[src/rtl/pie_pkg.sv]
package pie_pkg;
   typedef enum logic [2:0] {
      OP_SLOT_WR  = 3'd0,
      OP_REC_CTL  = 3'd1,
      OP_CLR_BUSY = 3'd2,
      OP_CLR_PEND = 3'd3,
      OP_REC_RD   = 3'd4
   } cfg_op_e;
endpackage

[src/rtl/pie_table.sv]
module pie_table #(
   parameter int N_ENT = 12,
   parameter int IDX_W = 4,
   parameter int VEC_W = 8,
   parameter int DST_W = 4,
   localparam int EW = 3 + VEC_W + DST_W
) (
   input  logic             clk,
   input  logic             rst_n,
   input  logic             wr_en,
   input  logic [IDX_W-1:0] wr_idx,
   input  logic [EW-1:0]    wr_data,
   input  logic [IDX_W-1:0] lk_idx,
   output logic             lk_hit,
   output logic             lk_post,
   output logic             lk_urg,
   output logic [VEC_W-1:0] lk_vec,
   output logic [DST_W-1:0] lk_dst
);
   logic [EW-1:0] slot_v [N_ENT];
   logic [EW-1:0] sel;

   for (genvar e = 0; e < N_ENT; e++) begin : g_slot
      logic [EW-1:0] slot_q;
      always_ff @(posedge clk or negedge rst_n) begin
         if (!rst_n)
            slot_q <= '0;
         else if (wr_en && wr_idx == IDX_W'(e))
            slot_q <= wr_data;
      end
      assign slot_v[e] = slot_q;
   end

   always_comb begin
      sel = '0;
      for (int e = 0; e < N_ENT; e++)
         if (lk_idx == IDX_W'(e)) sel = slot_v[e];
   end

   assign lk_hit  = sel[0];
   assign lk_post = sel[1];
   assign lk_urg  = sel[2];
   assign lk_vec  = sel[VEC_W+2:3];
   assign lk_dst  = sel[EW-1:VEC_W+3];
endmodule

[src/rtl/pie_desc.sv]
module pie_desc #(
   parameter int N_DESC = 4,
   parameter int VEC_W  = 8,
   parameter int DST_W  = 4,
   localparam int DI_W  = $clog2(N_DESC),
   localparam int NVEC  = 1 << VEC_W
) (
   input  logic             clk,
   input  logic             rst_n,
   input  logic             post_en,
   input  logic [DI_W-1:0]  post_di,
   input  logic [VEC_W-1:0] post_vec,
   input  logic             post_urg,
   output logic             post_notify,
   output logic [VEC_W-1:0] post_nv,
   output logic [DST_W-1:0] post_ndst,
   input  logic             ctl_wr,
   input  logic             busy_clr,
   input  logic             pend_clr,
   input  logic [DI_W-1:0]  cfg_di,
   input  logic             cfg_quiet,
   input  logic [VEC_W-1:0] cfg_nv,
   input  logic [DST_W-1:0] cfg_ndst,
   input  logic [VEC_W-1:0] cfg_vec,
   output logic             rd_busy,
   output logic             rd_pend
);
   logic [N_DESC-1:0] busy_v;
   logic [N_DESC-1:0] notify_v;
   logic [VEC_W-1:0]  nv_v   [N_DESC];
   logic [DST_W-1:0]  ndst_v [N_DESC];
   logic [NVEC-1:0]   pend_v [N_DESC];

   for (genvar d = 0; d < N_DESC; d++) begin : g_rec
      logic [NVEC-1:0]  pend_q;
      logic             busy_q;
      logic             quiet_q;
      logic [VEC_W-1:0] nv_q;
      logic [DST_W-1:0] ndst_q;
      logic             hit_p;
      logic             hit_c;

      assign hit_p       = post_en && (post_di == DI_W'(d));
      assign hit_c       = (cfg_di == DI_W'(d));
      assign notify_v[d] = hit_p && !busy_q && (!quiet_q || post_urg);

      always_ff @(posedge clk or negedge rst_n) begin
         if (!rst_n) begin
            pend_q  <= '0;
            busy_q  <= 1'b0;
            quiet_q <= 1'b0;
            nv_q    <= '0;
            ndst_q  <= '0;
         end else begin
            if (hit_p) begin
               pend_q[post_vec] <= 1'b1;
               if (notify_v[d]) busy_q <= 1'b1;
            end
            if (hit_c && ctl_wr) begin
               quiet_q <= cfg_quiet;
               nv_q    <= cfg_nv;
               ndst_q  <= cfg_ndst;
            end
            if (hit_c && busy_clr) busy_q <= 1'b0;
            if (hit_c && pend_clr) pend_q[cfg_vec] <= 1'b0;
         end
      end

      assign busy_v[d] = busy_q;
      assign nv_v[d]   = nv_q;
      assign ndst_v[d] = ndst_q;
      assign pend_v[d] = pend_q;
   end

   assign post_notify = |notify_v;
   assign post_nv     = nv_v[post_di];
   assign post_ndst   = ndst_v[post_di];
   assign rd_busy     = busy_v[cfg_di];
   assign rd_pend     = pend_v[cfg_di][cfg_vec];
endmodule

[src/rtl/posted_irq_engine.sv]
module posted_irq_engine #(
   parameter int N_ENT  = 12,
   parameter int IDX_W  = 4,
   parameter int N_DESC = 4,
   parameter int VEC_W  = 8,
   parameter int DST_W  = 4,
   localparam int CFG_W = 3 + VEC_W + DST_W
) (
   input  logic             clk,
   input  logic             rst_n,
   input  logic             req_valid,
   output logic             req_ready,
   input  logic [IDX_W-1:0] req_idx,
   input  logic             cfg_valid,
   input  logic [2:0]       cfg_op,
   input  logic [IDX_W-1:0] cfg_idx,
   input  logic [CFG_W-1:0] cfg_data,
   output logic [1:0]       cfg_rdata,
   output logic             remap_valid,
   output logic [DST_W-1:0] remap_dest,
   output logic [VEC_W-1:0] remap_vec,
   output logic             notif_valid,
   output logic [DST_W-1:0] notif_dest,
   output logic [VEC_W-1:0] notif_vec,
   output logic             fault
);
   import pie_pkg::*;

   localparam int DI_W = $clog2(N_DESC);

   if (N_ENT < 1 || N_ENT > (1 << IDX_W)) begin : g_bad_ent
      $error("N_ENT must fit the request index");
   end
   if (N_DESC < 2 || N_DESC > (1 << DST_W) || N_DESC > (1 << IDX_W)) begin : g_bad_desc
      $error("N_DESC must be at least 2 and fit the target and index fields");
   end
   if (VEC_W < 1 || VEC_W > 8) begin : g_bad_vec
      $error("VEC_W out of range");
   end

   cfg_op_e          op;
   logic             accept;
   logic             lk_hit, lk_post, lk_urg;
   logic [VEC_W-1:0] lk_vec;
   logic [DST_W-1:0] lk_dst;
   logic             rec_ok, crec_ok;
   logic             do_remap, do_post, do_fault;
   logic             post_notify;
   logic [VEC_W-1:0] post_nv;
   logic [DST_W-1:0] post_ndst;
   logic             rd_busy, rd_pend;

   assign op        = cfg_op_e'(cfg_op);
   assign req_ready = !cfg_valid;
   assign accept    = req_valid && req_ready;

   pie_table #(
      .N_ENT (N_ENT),
      .IDX_W (IDX_W),
      .VEC_W (VEC_W),
      .DST_W (DST_W)
   ) u_table (
      .clk     (clk),
      .rst_n   (rst_n),
      .wr_en   (cfg_valid && op == OP_SLOT_WR),
      .wr_idx  (cfg_idx),
      .wr_data (cfg_data),
      .lk_idx  (req_idx),
      .lk_hit  (lk_hit),
      .lk_post (lk_post),
      .lk_urg  (lk_urg),
      .lk_vec  (lk_vec),
      .lk_dst  (lk_dst)
   );

   assign rec_ok   = int'(lk_dst) < N_DESC;
   assign crec_ok  = int'(cfg_idx) < N_DESC;
   assign do_remap = accept && lk_hit && !lk_post;
   assign do_post  = accept && lk_hit && lk_post && rec_ok;
   assign do_fault = accept && !(do_remap || do_post);

   pie_desc #(
      .N_DESC (N_DESC),
      .VEC_W  (VEC_W),
      .DST_W  (DST_W)
   ) u_desc (
      .clk         (clk),
      .rst_n       (rst_n),
      .post_en     (do_post),
      .post_di     (lk_dst[DI_W-1:0]),
      .post_vec    (lk_vec),
      .post_urg    (lk_urg),
      .post_notify (post_notify),
      .post_nv     (post_nv),
      .post_ndst   (post_ndst),
      .ctl_wr      (cfg_valid && crec_ok && op == OP_REC_CTL),
      .busy_clr    (cfg_valid && crec_ok && op == OP_CLR_BUSY),
      .pend_clr    (cfg_valid && crec_ok && op == OP_CLR_PEND),
      .cfg_di      (cfg_idx[DI_W-1:0]),
      .cfg_quiet   (cfg_data[0]),
      .cfg_nv      (cfg_data[VEC_W:1]),
      .cfg_ndst    (cfg_data[VEC_W+DST_W:VEC_W+1]),
      .cfg_vec     (cfg_data[VEC_W-1:0]),
      .rd_busy     (rd_busy),
      .rd_pend     (rd_pend)
   );

   always_ff @(posedge clk or negedge rst_n) begin
      if (!rst_n) begin
         remap_valid <= 1'b0;
         remap_dest  <= '0;
         remap_vec   <= '0;
         notif_valid <= 1'b0;
         notif_dest  <= '0;
         notif_vec   <= '0;
         fault       <= 1'b0;
         cfg_rdata   <= '0;
      end else begin
         remap_valid <= do_remap;
         notif_valid <= do_post && post_notify;
         fault       <= do_fault;
         if (do_remap) begin
            remap_dest <= lk_dst;
            remap_vec  <= lk_vec;
         end
         if (do_post && post_notify) begin
            notif_dest <= post_ndst;
            notif_vec  <= post_nv;
         end
         if (cfg_valid && op == OP_REC_RD)
            cfg_rdata <= crec_ok ? {rd_busy, rd_pend} : 2'b00;
      end
   end
endmodule

[config.mk]
export PLATFORM = sky130hd
export DESIGN_NAME = posted_irq_engine
export DESIGN_NICKNAME = d
export VERILOG_FILES = /design/src/rtl/pie_pkg.sv /design/src/rtl/pie_table.sv /design/src/rtl/pie_desc.sv /design/src/rtl/posted_irq_engine.sv
export SDC_FILE = /design/constraint.sdc
export NUM_CORES = 2
export LEC_CHECK = 0
export ABC_AREA = 0
export BUFFER_PORTS_ARGS = -buffer_cell sky130_fd_sc_hd__buf_2
export CELL_PAD_IN_SITES_DETAIL_PLACEMENT = 0
export CELL_PAD_IN_SITES_GLOBAL_PLACEMENT = 1
export CORE_MARGIN = 2
export CORE_UTILIZATION = 45
export DETAILED_ROUTE_END_ITERATION = 10
export PLACE_DENSITY_LB_ADDON = 0.15
export SLEW_MARGIN = 15
export SYNTH_ARGS = -nofsm -noshare
export SYNTH_HDL_FRONTEND = slang
export SYNTH_SLANG_ARGS = --single-unit
[constraint.sdc]
create_clock -name clk -period 4.29 [get_ports clk]
set_clock_uncertainty 0.05 [all_clocks]
set_input_delay 0.858 -clock clk [delete_from_list [all_inputs] [get_ports clk]]
set_output_delay 0.858 -clock clk [all_outputs]
set_load 0.1 [all_outputs]
==> reports/results.tsv <==
metric	value	unit
status	finished clean	
vias in the first global route	53430	
Sw Ratio	0.2634	
core box area	141400	sq um
Worst slew margin	0.3419	
Crit-path slowest cell	o21ai_2	
I/O pin count	60	
Initial Util	0.4525	
Setup crit end kind	flip-flop	
crit-path cells	buf_4, buf_4, mux2i_1, a221oi_1, a21oi_1, o21ai_2, buf_4, nand2_1, nor3_4, buf_12, a41oi_1, a31oi_1	
R2R Setup Slk	1.07	ns
largest net degree at the start of global routing	118	
Seq/Total Area, Yosys	0.5041	
crit-path max FO	32	
Placement Cell Area	69190	sq um
endpoints failing setup	0	
area grow syn2layout	15.60	%
worst r2r src	u_table.g_slot[3].slot_q[14]	
routed wire length	241900	microns
setup_tns	0	ns
Synth Flop Type	dfrtp_1	
cell family with most CP delay	compound AO/OA/AOI/OAI gates	
number of port buffers	59	
Hold Crit Depth	2	
Post-DP HPWL	149300	microns
most frequent CP cell	buf_4	
CP max stage delay	0.75	ns
leakage power	31.14	nW
setup repair bufs after CTS	0	
Die Area	145200	sq um
number of DRC markers in iteration 0	6500	
FF-to-FF path depth	11	
clock slew at reported path FFs	0.06	ns
multi-input logic area	28710	sq um
TritonCTS clock tree	done	
Routability Congestion	0.9094	
Sequential Power Share	0.451	
1st-pass router iterations	6	
Worst EP arrival	4.15	ns
clk sinks	1289	
Synth area leaders	dfrtp_1 (50%), mux4_2 (9.1%), a31oi_1 (7.4%)	
R2R Path End	u_desc.g_rec[0].pend_q[119]	
gr ovfl total	0	
internal power	20.38	mW
Max Cap Viol	0	
Power Dens Cells	374.1	nW/um^2
hold endpoint	remap_vec[7]	
synth unique cells	78	
post-synthesis average cell area	11.36	sq um
Crit path buffers/inverters	4	
clock root cell	clkbuf_16	
Die Height	381.1	microns
Fin. Hold Viols	0	
proportion of layout cells with a drive suffix above 1	0.2297	
via count	53310	
drc violations	0	
nets@finish	5550	
row cnt	138	
critical path launch point type	primary input	
post-synthesis cell area	63990	sq um
Slew Limit Fails	0	
CP Class	primary input to flip-flop	
worst min path class	flip-flop to flip-flop	
clock latency on the worst-skew pair	0.80	ns
Gate Count Post-Synth	5632	
cts bufs inserted	149	
switching pwr	7.289	mW
maximum ir drop on the vdd rail	0.3302	mV
min cycle time layout	3.516	ns
Syn Nets	5662	
combinational fraction of design power	0.094	
vias per inst	7.081	
Post-synth EDFFs	0	
Async SR Flop Fraction	1.000	
wire per inst	32.14	microns
RSZ-0062 raised after global routing	no	
fillers	12260	
hold path start	remap_vec[7]	
post-synth top area share	0.5041	
CTS H-Tree Depth	4	
area leader, netlist	dfrtp_1	
total track usage	0.3315	
Die Wd	381.1	microns
Final Instance Area	73970	sq um
antenna viol nets, final	0	
Data required, critical path	4.93	ns
max frequency	0.2844	GHz
Register Area	32260	sq um
Ys Warns	0	
antenna violations before repair	6	
Slew @ Worst Pin	0.9857	ns
Synth Register Bits	1289	
clock network fraction of total power	0.455	
first-pass GRT wire length	366100	microns
CTS Buffer Depth	3	
Final Cycle Share	0.8196	
final cells by class:
cell class	instances	share of cell area
Antenna cell	4	0.0001353
Clock buffer	226	0.05968
Clock inverter	39	0.004719
Inverter	19	0.0009641
Multi-Input combinational cell	3547	0.3882
Sequential cell	1289	0.4361
Tap cell	1890	0.03197
Timing Repair Buffer	514	0.07832
state kept, by name, indices dropped and copies added (netlist names):
register               flops
notif_dest                 4
u_desc.g_rec.nv_q         32
remap_dest                 4
u_desc.g_rec.busy_q        4
remap_valid                1
u_table.g_slot.slot_q    180
remap_vec                  8
cfg_rdata                  2
notif_vec                  8
u_desc.g_rec.quiet_q       4
u_desc.g_rec.ndst_q       16
u_desc.g_rec.pend_q     1024
notif_valid                1
fault                      1
power groups by stage:
stage	logic, mW	clock network [mW]	registers [mW]
5_1_grt	2.73	13.3	12.5
3_3_place_gp	2.55	0	12.7
6_report	2.59	12.6	12.5
3_5_place_dp	2.56	0	12.7
4_1_cts	2.57	12.8	12.5
2_1_floorplan	1.16	0	12.9
cell usage after synthesis (7+ instances only):
cell type  count
a211oi_1      17
a21oi_1       80
a221oi_1       7
a22o_1        11
a22oi_1       65
a2bb2oi_1     40
a31oi_1      762
a41oi_1      259
and2_1        24
and3_1         8
buf_1         13
buf_2        260
buf_4          7
buf_6         18
clkbuf_1     479
dfrtp_1     1289
inv_1         18
mux2_2       195
mux2i_1       76
mux4_2       259
nand2_1      299
nand2b_1      11
nand3_1       48
nand4_1       28
nor2_1        76
nor2b_1       27
nor3_1       548
nor3_2         8
o2111ai_1      8
o211ai_1      10
o21ai_0       85
o22a_1       472
metal layers:
metal / global-route usage / vias up / wire (microns)
met2: 0.5118 / 2748 / 111300
li1: - / 22020 / -
met3: 0.06587 / 506 / 20480
met5: 0 / - / 23
met1: 0.4605 / 28030 / 100100
met4: 0.1319 / 4 / 10010
logic make-up (layout without fill, tap and decap cells):
logic type             after synthesis  after routing  synth area share
AOI/OAI and AO/OA                 1894           1894            0.2191
DFF                               1289           1289            0.5041
and+or+nand+nor                   1123           1123           0.08519
buffers and inverters              796            798           0.05430
muxes                              530            530            0.1374
other                                0              4                 0
metrics by stage:
| stage | hold WS, ns | power [mW] | std cells | setup slack (ns) | util |
|---|---|---|---|---|---|
| 6_report | 0.4191 | 27.67 | 7528 | 0.7741 | 0.5231 |
| 3_5_place_dp | 0.4088 | 15.26 | 7258 | 0.06593 | 0.4893 |
| 5_1_grt | 0.4096 | 28.49 | 7525 | 0.6367 | 0.5230 |
| 2_1_floorplan | 0.3924 | 14.04 | 5632 | 0.8701 | - |
| 4_1_cts | 0.3657 | 27.80 | 7524 | 0.8826 | 0.5230 |
| 3_3_place_gp | 0.4053 | 15.24 | 7258 | 0.08414 | 0.4893 |
cell usage in the layout (no fill, tap or decap), types with 11 or more instances in the layout:
cell       Yosys  layout
dfrtp_1     1289    1289
a31oi_1      762     762
nor3_1       548     531
o22a_1       472     472
nand2_1      299     299
buf_4          7     293
a41oi_1      259     259
mux4_2       259     259
mux2_2       195     195
buf_12         0     164
clkbuf_16      0     154
o21ai_0       85      85
a21oi_1       80      77
mux2i_1       76      76
a22oi_1       65      65
nor2_1        76      61
buf_2        260      54
clkbuf_1     479      43
a2bb2oi_1     40      40
nand3_1       48      38
clkbuf_8       0      29
nand4_1       28      28
nor2b_1       27      26
clkinv_2       0      25
and2_1        24      21
nor3_2         8      18
inv_1         18      17
a211oi_1      17      17
nor2_4         0      12
nand2b_1      11      11
a22o_1        11      11
worst max-delay path by stage:
| stage | start | end | cells past startpoint |
|---|---|---|---|
| floorplan | cfg_idx[1] | cfg_rdata[0] | 11 |
| global route | req_idx[0] | u_desc.g_rec[0].pend_q[215] | 12 |
| finish | req_idx[0] | u_desc.g_rec[2].pend_q[222] | 12 |
| global placement | req_idx[0] | u_desc.g_rec[0].pend_q[252] | 12 |
| detailed placement | req_idx[0] | u_desc.g_rec[0].pend_q[252] | 12 |
| CTS | req_idx[0] | u_desc.g_rec[0].pend_q[222] | 12 |
what timing repair did:
action                                 4_1_cts  5_1_grt
endpoints found under the hold margin       27        0
hold buffers                                 1        0
gates resized for setup                      0        0
worst min-delay path, cell delays in order (launching register included):
cell     delay (ns)
dfrtp_1        0.34
nand2_1        0.05
nand2_1        0.05
Power figures use the tool's default switching activity.
